--- config.mk ---
export PLATFORM = sky130hd
export DESIGN_NAME = node_irq_status
export DESIGN_NICKNAME = d
export VERILOG_FILES = /design/src/rtl/nis_pkg.sv /design/src/rtl/nis_sync.sv /design/src/rtl/nis_err_flags.sv /design/src/rtl/nis_irq_out.sv /design/src/rtl/node_irq_status.sv
export SDC_FILE = /design/constraint.sdc
export NUM_CORES = 1
export LEC_CHECK = 0
export BUFFER_PORTS_ARGS = -buffer_cell sky130_fd_sc_hd__buf_2
export CORE_UTILIZATION = 30
export CTS_CLUSTER_SIZE = 12
export DETAILED_ROUTE_END_ITERATION = 6
export PLACE_DENSITY = 0.75
export RECOVER_POWER = 50
export SYNTH_ARGS = -nofsm -noshare
export SYNTH_HDL_FRONTEND = slang
export SYNTH_SLANG_ARGS = --single-unit
--- constraint.sdc ---
create_clock -name clk -period 0.8 [get_ports clk]
set_input_delay 0.12 -clock clk [delete_from_list [all_inputs] [get_ports clk]]
set_output_delay 0.12 -clock clk [all_outputs]
set_load 0.01 [all_outputs]
--- src/rtl/nis_pkg.sv ---
package nis_pkg;
  localparam int REG_W    = 32;
  localparam int NODES    = 4;
  localparam int IPL_W    = 3;
  localparam int ERR_LSB  = 4;
  localparam int USR_LSB  = ERR_LSB + NODES;
  localparam int VACK_BIT = IPL_W;
  localparam int USED_W   = USR_LSB + NODES;
  localparam int PAD_W    = REG_W - USED_W;
  localparam int ASYNC_W  = NODES + 1 + IPL_W;
endpackage

--- src/rtl/nis_sync.sv ---
module nis_sync #(
  parameter int W      = 8,
  parameter int STAGES = 2
) (
  input  logic         clk,
  input  logic         rst_n,
  input  logic [W-1:0] d_i,
  output logic [W-1:0] q_o
);
  logic [STAGES-1:0][W-1:0] stage_q;
  logic [STAGES-1:0][W-1:0] stage_n;

  generate
    for (genvar s = 0; s < STAGES; s++) begin : g_stage
      if (s == 0) begin : g_first
        always_comb stage_n[s] = d_i;
      end else begin : g_rest
        always_comb stage_n[s] = stage_q[s-1];
      end
    end
  endgenerate

  always_ff @(posedge clk or negedge rst_n) begin
    if (!rst_n) stage_q <= '0;
    else        stage_q <= stage_n;
  end

  assign q_o = stage_q[STAGES-1];
endmodule

--- src/rtl/nis_err_flags.sv ---
module nis_err_flags #(
  parameter int N = 4
) (
  input  logic         clk,
  input  logic         rst_n,
  input  logic         wr_en,
  input  logic [N-1:0] clr_mask,
  input  logic [N-1:0] err_evt,
  output logic [N-1:0] flag_q
);
  logic [N-1:0] flag_n;
  logic [N-1:0] flag_en;

  generate
    for (genvar i = 0; i < N; i++) begin : g_flag
      always_comb begin
        flag_en[i] = err_evt[i] | (wr_en & clr_mask[i]);
        flag_n[i]  = err_evt[i];
      end

      always_ff @(posedge clk or negedge rst_n) begin
        if (!rst_n)          flag_q[i] <= 1'b0;
        else if (flag_en[i]) flag_q[i] <= flag_n[i];
      end

      assert_set_R3: assert property (@(posedge clk) disable iff (!rst_n)
        err_evt[i] |=> flag_q[i]);
      assert_set_wins_R5: assert property (@(posedge clk) disable iff (!rst_n)
        (err_evt[i] && wr_en && clr_mask[i]) |=> flag_q[i]);
      assert_clear_R4: assert property (@(posedge clk) disable iff (!rst_n)
        (wr_en && clr_mask[i] && !err_evt[i]) |=> !flag_q[i]);
      assert_hold_R4: assert property (@(posedge clk) disable iff (!rst_n)
        (!err_evt[i] && !(wr_en && clr_mask[i])) |=> $stable(flag_q[i]));
    end
  endgenerate
endmodule

--- src/rtl/nis_irq_out.sv ---
module nis_irq_out #(
  parameter int SRC_W = 8
) (
  input  logic             clk,
  input  logic             rst_n,
  input  logic [SRC_W-1:0] src_i,
  output logic             irq_o
);
  logic irq_n;
  logic irq_q;

  always_comb irq_n = |src_i;

  always_ff @(posedge clk or negedge rst_n) begin
    if (!rst_n) irq_q <= 1'b0;
    else        irq_q <= irq_n;
  end

  assign irq_o = irq_q;

  assert_irq_rise_R8: assert property (@(posedge clk) disable iff (!rst_n)
    (src_i != '0) |=> irq_o);
  assert_irq_fall_R8: assert property (@(posedge clk) disable iff (!rst_n)
    (src_i == '0) |=> !irq_o);
endmodule

--- src/rtl/node_irq_status.sv ---
module node_irq_status
  import nis_pkg::*;
#(
  parameter int SYNC_STAGES = 2
) (
  input  logic              clk,
  input  logic              rst_n,
  input  logic              wr_en,
  input  logic [REG_W-1:0]  wr_data,
  output logic [REG_W-1:0]  rd_data,
  input  logic [NODES-1:0]  node_req_i,
  input  logic [NODES-1:0]  bus_err_i,
  input  logic              vec_ack_i,
  input  logic [IPL_W-1:0]  ipl_n_i,
  output logic              irq_o
);
  logic [ASYNC_W-1:0] async_s;
  logic [NODES-1:0]   usr_s;
  logic               vack_s;
  logic [IPL_W-1:0]   ipl_s;
  logic [NODES-1:0]   err_q;
  logic               unused_wr_bits;

  assign unused_wr_bits = ^{wr_data[REG_W-1:USR_LSB], wr_data[ERR_LSB-1:0]};

  nis_sync #(.W(ASYNC_W), .STAGES(SYNC_STAGES)) sync_i (
    .clk   (clk),
    .rst_n (rst_n),
    .d_i   ({node_req_i, vec_ack_i, ipl_n_i}),
    .q_o   (async_s)
  );

  assign {usr_s, vack_s, ipl_s} = async_s;

  nis_err_flags #(.N(NODES)) flags_i (
    .clk      (clk),
    .rst_n    (rst_n),
    .wr_en    (wr_en),
    .clr_mask (wr_data[USR_LSB-1:ERR_LSB]),
    .err_evt  (bus_err_i),
    .flag_q   (err_q)
  );

  nis_irq_out #(.SRC_W(2*NODES)) irq_i (
    .clk   (clk),
    .rst_n (rst_n),
    .src_i ({usr_s, err_q}),
    .irq_o (irq_o)
  );

  assign rd_data = {{PAD_W{1'b0}}, usr_s, err_q, vack_s, ipl_s};

  assert_reset_clear_R6: assert property (@(posedge clk)
    !rst_n |-> (rd_data == '0 && !irq_o));
  assert_irq_any_R8: assert property (@(posedge clk) disable iff (!rst_n)
    (rd_data[USED_W-1:ERR_LSB] != '0) |=> irq_o);
endmodule

# Word-level counts from Yosys, hierarchy flattened
# Cells that the tools add are included.
# Widths: inputs -> output; s select.
word_totals:
  in_bits: 47
  wordCells: 16
  ff_bits: 21
classes:
  bitwise: 8
  n_reduce_logical: 1
op_table:
  columns: ["operator", "count"]
  rows:
  - ["$reduce_or 8->1", 1]
  - ["$and 1x1->1", 4]
  - ["$or 1x1->1", 4]

# Logic depth before layout (Yosys ltp)
# Gate-level depths: netlist of the first run.
depth:
  depth_word: 2
  depth_mapped: 2
  ltp_nobuf: 2

# Cells and area by module
# Synthesis of the first run repeated with hierarchy kept, for this count alone.
unflattened:
  hier_cells: 53
  hier_area_um2: 740.7
by_module_without_submodules:
  columns: ["mod", "instances", "area_each_um2", "cells_each"]
  rows:
  - ["nis_sync", 1, 400.4, 16]
  - ["node_irq_status", 1, 153.9, 21]
  - ["nis_err_flags", 1, 145.1, 12]
  - ["nis_irq_out", 1, 41.3, 4]

# Least setup slack after synthesis of the first run
# Ideal clock, no wire load.
synth_timing:
  kind: "register to register"
  startpoint: "reg flags_i.flag_q[1]"
  endpoint: "reg irq_i.irq_q, in the netlist irq_i.irq_o"
  synth_period_minus_slack_ps: 853
  setup_time_ps: 129
  path_stages_with_launch: 3
  n_path_buf: 0
  t_arrival_ps: 725
  path_slack_ps: -53
  t_required_ps: 671
  path_cell_list: "dfrtp_1 nor4_1 nand2_1"
synth_via:
  elab_chain_len: 1
synth_lines:
  columns: ["element", "line_no", "source"]
  rows:
  - ["from (decl)", "nis_err_flags.sv:9", "output logic [N-1:0] flag_q"]
  - ["from (signal, indexed assignment)", "nis_err_flags.sv:23", "else if (flag_en[i]) flag_q[i] <= flag_n[i];"]
  - ["$reduce_or 8->1", "nis_irq_out.sv:12", "always_comb irq_n = |src_i;"]
  - ["via irq_i.irq_n", "nis_irq_out.sv:9", "logic irq_n;"]
  - ["to (signal assigned)", "nis_irq_out.sv:16", "else irq_q <= irq_n;"]
  - ["to (decl)", "nis_irq_out.sv:10", "logic irq_q;"]
# The timed path passes the listed nets, and every way through them passes these cells.
# A chain may end at the register's enable or synchronous reset.

# Final worst setup path of the first run
layout_timing:
  startpoint: "reg flags_i.flag_q[1]"
  endpoint: "out rd_data[5]"
layout_rtl:
  columns: ["element", "line_no", "source"]
  rows:
  - ["to (decl)", "node_irq_status.sv:10", "output logic [REG_W-1:0] rd_data,"]
# No word-level cell between the ends.

==> impl_metrics.csv, run 1 <==
group,metric,value,unit
run_status,outcome,"finished, violations left",
run_status,violations,"setup timing",
cts,htree_levels,1,
sta,slew_viol_final,0,
route,first_iter_violations,0,
placed_design,post_dp_cell_area,883,sq um
logic_synthesis,ys_seq_elements,21,
cts,cts_tree,"yes",
sta,rsz0062_at_grt,"yes",
floorplan,start_util,32.6,%
route,vias_per_cell,3.78,
critical_path,critPathCaptureType,"output port",
critical_path,cp_cell_sequence,"buf_6, buf_6",
global_route,grt_max_degree,22,
critical_path,path_max_fanout,2,
sta,setup_tns,-2.51,ns
finish,stdcell_area,1110,sq um
critical_path,start_kind,"flop",
route,wl_per_cell,8.79,um
finish,fin_cells,136,
critical_path,crit_top_cell,"buf_6",
sta,setup-violations-final,18,
sta,finalCritPeriodShare,130,%
route,vias,514,
floorplan,fp.dieW,51.7,um
sta,finalHoldViolCount,0,
pwr,ir_drop,0.00119,V
sta,timing.final.ws_setup,-0.239,ns
placed_design,port_buffers,31,
cts,cts_sinks,21,
sta,finClkSkew,0.00282,ns
logic_synthesis,synth_top_area_share,70.8,%
floorplan,rows,17,
floorplan,core,2280,sq um
placed_design,dp_cells,115,
logic_synthesis,synth_area_per_cell,14.0,sq um
floorplan,die_y,51.7,um
logic_synthesis,synth_area_leader_cell,"dfrtp_1",
finish,drive_above_1_share,41.7,%
route,ant_nets,0,
cts,insertion_delay,0.28,ns
finish,areaGrowthSynthToFinish,49.9,%
route,drt-total-wl,1.20,mm
sta,fmax,0.962,GHz
global_route,grt_usage,9.97,%
global_route,grt_pass1_wl,1.95,mm
critical_path,cp.arrival,0.92,ns
pwr,pwr_density_cell,1700,nW/um^2
hold_path,min_path_type,"input pin to flop",
pwr,power_leakage,0.569,nW
critical_path,critPathKind,"flop to output port",
floorplan,die_area,2680,sq um
placed_design,pre_cts_ws,-0.158,ns
cts,cts_buffers,3,
sta,min_period,1.04,ns
logic_synthesis,synth.distinct_cells,7,
critical_path,crit_required,0.68,ns
finish,diodes,0,
finish,final_nets,156,
logic_synthesis,synth_cells,53,
cts,clockRootBuffer,"clkbuf_4",
global_route,overflow,0,
global_route,grt_pass1_vias,501,
logic_synthesis,synthTopCellsByArea,"dfrtp_1, buf_4, a21o_1, nand2_1, nor4_1",
flow_run,cap_violations,0,
logic_synthesis,yosysSeqAreaShare,70.8,%
route,drc,0,
critical_path,slowest_stage,"dfrtp_1",
route,first_pass_iters,1,
global_route,antenna_found_initial,0,
cts,clkTransAtPathRegs,0.10,ns
placed_design,place.gp.congestion,0.619,
floorplan,num_io_pins,80,
critical_path,cpPeakStageDelay,0.41,ns
cts,cts_buffer_depth,2,
logic_synthesis,yosysWarningCount,0,
logic_synthesis,synth_area,742,sq um
sequential cells by signal, indices dropped and copies added, names as in the netlist:
register,count
sync_i.q_o,8
sync_i.stage_n,8
flags_i.flag_q,4
irq_i.irq_o,1
where the power goes:
part | leakage [nW] | internal, mW | switching, mW
registers | 0.235 | 1.11 | 0.0217
logic | 0.319 | 0.165 | 0.132
clock network | 0.0150 | 0.193 | 0.270
total | 0.569 | 1.47 | 0.423
stage by stage:
stage	hold WS [ns]	utilization, %	power, mW
after floorplan	-0.176	-	1.30
after global placement	0.0742	38.8	1.35
after detailed placement	0.0941	38.8	1.35
after CTS	0.00308	47.4	1.91
after global routing	0.00973	48.9	2.03
final	0.0122	48.9	1.90
synth_stat cells (all sizes together):
library cell  instances
buf                  20
a21o                  4
conb                  1
nor4                  2
dfrtp                21
nand2                 5
timing repair:
item,in CTS,in global routing
gates resized for setup,8,2
setup buffers,4,2
endpoints found under the setup margin,15,18
endpoints found under the hold margin,30,1
hold buffers,10,1
layer usage:
layer | global-route usage [%] | vias to the layer above | wire [um] | part of all wire (%)
met2 | 19.3 | 37 | 717 | 60
met5 | 0 | - | 0 | 0
met1 | 10.5 | 241 | 398 | 33
li1 | - | 236 | - | -
met4 | 2.70 | 0 | 0 | 0
met3 | 2.63 | 0 | 80 | 6.7
final timing paths:
check | slack, ns | cells after the start | start | end
max | -0.24 | 2 | flags_i.flag_q[1] | rd_data[5]
min | 0.01 | 2 | bus_err_i[3] | flags_i.flag_q[3]
max reg2reg | -0.17 | 3 | flags_i.flag_q[2] | irq_i.irq_o
min reg2reg | 0.36 | 0 | sync_i.stage_n[10] | sync_i.q_o[2]
max in group asynchronous | 0.16 | 2 | rst_n | flags_i.flag_q[2]
min in group asynchronous | 0.31 | 2 | rst_n | sync_i.stage_n[10]
cell type report:
type | instances | area [sq um]
Timing Repair Buffer | 52 | 388
Clock buffer | 4 | 26.3
Fill cell | 213 | 1160
Multi-Input combinational cell | 31 | 138
Tap cell | 28 | 35.0
Sequential cell | 21 | 526
layout by cell type, fill, tap and decap left out, types with 2 or more instances in the layout:
cell type / instances
dfrtp_1: 21
a21o_1: 3
nor4_1: 2
buf_2: 26
nand2_1: 5
clkbuf_4: 3
buf_6: 10
dlygate4sd3_1: 11
buf_4: 4
conb_1: 20
cell families (layout without fill, tap and decap cells):
kind of cell	after synthesis	count (layout)	synth area share [%]
other cells	1	20	0.505
buf+inv	20	56	20.2
flops	21	21	70.8
simple gates	7	7	4.22
compound gates	4	4	4.22
critical path: cells and delay by family, from the launching register on:
kind | cells | cell delay [ns]
buf+inv | 2 | 0.23
flops | 1 | 0.41
Power figures use the tool's default switching activity.
==> inputs of run 2 (changes only) <==
--- a/config.mk
+++ b/config.mk
@@ -5,12 +5,14 @@
 export SDC_FILE = /design/constraint.sdc
 export NUM_CORES = 1
 export LEC_CHECK = 0
+export ABC_AREA = 1
 export BUFFER_PORTS_ARGS = -buffer_cell sky130_fd_sc_hd__buf_2
-export CORE_UTILIZATION = 30
+export CORE_UTILIZATION = 31
 export CTS_CLUSTER_SIZE = 12
 export DETAILED_ROUTE_END_ITERATION = 6
-export PLACE_DENSITY = 0.75
+export PLACE_DENSITY = 0.76
 export RECOVER_POWER = 50
+export REMOVE_ABC_BUFFERS = 1
 export SYNTH_ARGS = -nofsm -noshare
 export SYNTH_HDL_FRONTEND = slang
 export SYNTH_SLANG_ARGS = --single-unit
==> run 2 against run 1 <==
Net effect:
- the flow still finishes with violations (setup timing)
- clock-buffer cell count fell by 1
- sequential share of layout area rose by 1.0 points
- total power fell by 2.2%
- register-to-register slack improved by 0.09 ns
- hold slack improved by 0.019 ns
- critical endpoint is now rd_data[4]
- largest cell class unchanged
- largest power group unchanged
==> impl_metrics.csv, run 2 <==
group,metric,value,unit
run_status,outcome,"finished, violations left",
run_status,violations,"setup timing",
logic_synthesis,synthTopCellsByArea,"dfrtp_1, buf_4, nand2_1, a21o_1, inv_1",
cts,cts_tree,"yes",
global_route,grt_usage,9.78,%
pwr,pwr_density_cell,1700,nW/um^2
route,drt-total-wl,1.16,mm
logic_synthesis,synth_cells,65,
logic_synthesis,yosysSeqAreaShare,67.3,%
logic_synthesis,synth.distinct_cells,7,
logic_synthesis,yosysMostFrequentCell,"dfrtp_1",
finish,final_core_util,47.4,%
sta,hold_slack,0.0314,ns
logic_synthesis,synth-edff-count,0,
floorplan,fp.dieW,52.2,um
critical_path,crit_required,0.68,ns
sta,slew_viol_final,0,
critical_path,critPathCaptureType,"output port",
logic_synthesis,synth_area_per_cell,12.0,sq um
route,drc,0,
critical_path,critPathKind,"flop to output port",
cts,cts_sinks,21,
critical_path,path_max_fanout,2,
placed_design,place.gp.congestion,0.576,
critical_path,slowest_stage,"dfrtp_1",
route,vias,544,
critical_path,rr_endpoint,"irq_i.irq_o",
finish,diodes,0,
finish,areaGrowthSynthToFinish,39.4,%
finish,num-fill-cells,206,
cts,cts_buffers,3,
hold_path,worstHoldPathCells,2,
critical_path,cp.arrival,0.83,ns
route,first_iter_violations,2,
critical_path,r2r_slack,-0.08,ns
logic_synthesis,synth_top_area_share,67.3,%
finish,drive_above_1_share,36.8,%
floorplan,core,2300,sq um
placed_design,dp_hpwl,863,um
sta,setup_tns,-1.73,ns
route,ant_nets,0,
pwr,power_leakage,0.598,nW
sta,finalHoldViolCount,0,
critical_path,reg2regPathDepth,5,
floorplan,die_area,2720,sq um
cts,clkTransAtPathRegs,0.10,ns
logic_synthesis,synth_area,781,sq um
finish,layout_common_cells,"buf_2, dfrtp_1, conb_1",
logic_synthesis,synth_ff_type,"dfrtp_1",
critical_path,cp_cell_sequence,"buf_2",
flow_run,cap_violations,0,
logic_synthesis,yosysWarningCount,0,
sta,finalCritPeriodShare,119,%
logic_synthesis,synthTopCellsByCount,"dfrtp_1, buf_4, nand2_1",
global_route,overflow,0,
sta,finClkSkew,0.00554,ns
pwr,finalPower,1.86,mW
global_route,grt_pass1_wl,1.89,mm
global_route,grt_pass1_vias,519,
floorplan,die_y,52.2,um
sta,timing.final.ws_setup,-0.152,ns
sta,fmax,1.05,GHz
hold_path,min_path_type,"input pin to flop",
placed_design,port_buffers,31,
finish,final_nets,165,
route,wl_per_cell,8.01,um
cts,cts_buffer_depth,2,
finish,final_common_cell,"buf_2",
sta,min_period,0.952,ns
critical_path,cpPeakStageDelay,0.40,ns
route,vias_per_cell,3.75,
critical_path,crit_cells,1,
floorplan,rows,17,
pwr,ir_drop,0.00121,V
cts,clockRootBuffer,"clkbuf_4",
sta,rsz0062_at_grt,"yes",
logic_synthesis,synth-async-reset-ratio,100,%
floorplan,num_io_pins,80,
floorplan,start_util,34.0,%
cts,insertion_delay,0.29,ns
critical_path,start_kind,"flop",
route,first_pass_iters,2,
critical_path,regToRegStartpoint,"flags_i.flag_q[0]",
cts,htree_levels,1,
logic_synthesis,synth_area_leader_cell,"dfrtp_1",
global_route,grt_max_degree,22,
logic_synthesis,ys_seq_elements,21,
critical_path,cp.buffers_inverters,1,
hold_path,worstHoldStart,"bus_err_i[3]",
hold_path,holdPathEnd,"flags_i.flag_q[3]",
global_route,antenna_found_initial,0,
critical_path,crit_family,"flip-flops",
sta,setup-violations-final,14,
run 2: changes by cell type after synthesis:
cell,before,now
a21o_1,3,4
inv_1,0,8
nor2_1,0,2
nor4_1,2,0
a21o_2,1,0
nand2_1,5,9
run 2: worst max-delay path by stage:
| stage | from | to | slack [ns] |
|---|---|---|---|
| floorplan | flags_i.flag_q[0] | irq_i.irq_o | 0.05 |
| global placement | flags_i.flag_q[0] | irq_i.irq_o | 0.03 |
| detailed placement | flags_i.flag_q[0] | irq_i.irq_o | 0.008 |
| CTS | flags_i.flag_q[2] | rd_data[6] | -0.17 |
| global route | sync_i.q_o[7] | rd_data[11] | -0.21 |
| finish | flags_i.flag_q[0] | rd_data[4] | -0.15 |
run 2: what timing repair did:
action                                  4_1_cts  5_1_grt
resized for setup                             0        3
buffers inserted                              5        1
endpoints found under the hold margin        32        0
hold buffers                                 12        0
pin swaps                                     1        1
endpoints found under the setup margin       14       17
run 2: logic make-up (layout without fill, tap and decap cells):
| logic type | count (synthesis) | count (layout) | synth area share (%) |
|---|---|---|---|
| DFF | 21 | 21 | 67.3 |
| buffers and inverters | 28 | 61 | 23.1 |
| AOI/OAI and AO/OA | 4 | 4 | 3.85 |
| other | 1 | 20 | 0.480 |
| and+or+nand+nor | 11 | 11 | 5.29 |
run 2: final cells by class:
type                       count  area (sq um)  area share [%]
inverter                       8          30.0            2.76
timing repair buffer          49           324            29.8
clock inverter                 1          5.00           0.460
multi-input combinational     35           146            13.4
sequential                    21           526            48.3
tap                           28          35.0            3.22
clock buffer                   3          22.5            2.07
run 2: per-layer routing:
metal / vias to the layer above / routed length (um) / GRT usage (%)
met3: 0 / 118 / 4.35
met1: 245 / 422 / 7.89
li1: 256 / - / -
met5: - / 0 / 0
met4: 0 / 0 / 2.63
met2: 43 / 621 / 20.3
run 2: report_power, final:
group          switching [mW]  internal, mW  leakage (nW)  total (mW)
Combinational           0.133         0.129         0.345       0.262
Sequential             0.0189          1.11         0.235        1.13
Clock                   0.274         0.186        0.0177       0.460
Total                   0.426          1.43         0.598        1.86
run 2: through the flow:
| stage | instance area [sq um] | cells | setup WS (ns) |
|---|---|---|---|
| 2_1_floorplan | 702 | 64 | 0.0502 |
| 3_3_place_gp | 892 | 123 | 0.0328 |
| 3_5_place_dp | 892 | 123 | 0.00818 |
| 4_1_cts | 1080 | 144 | -0.166 |
| 5_1_grt | 1090 | 145 | -0.212 |
| 6_report | 1090 | 145 | -0.152 |
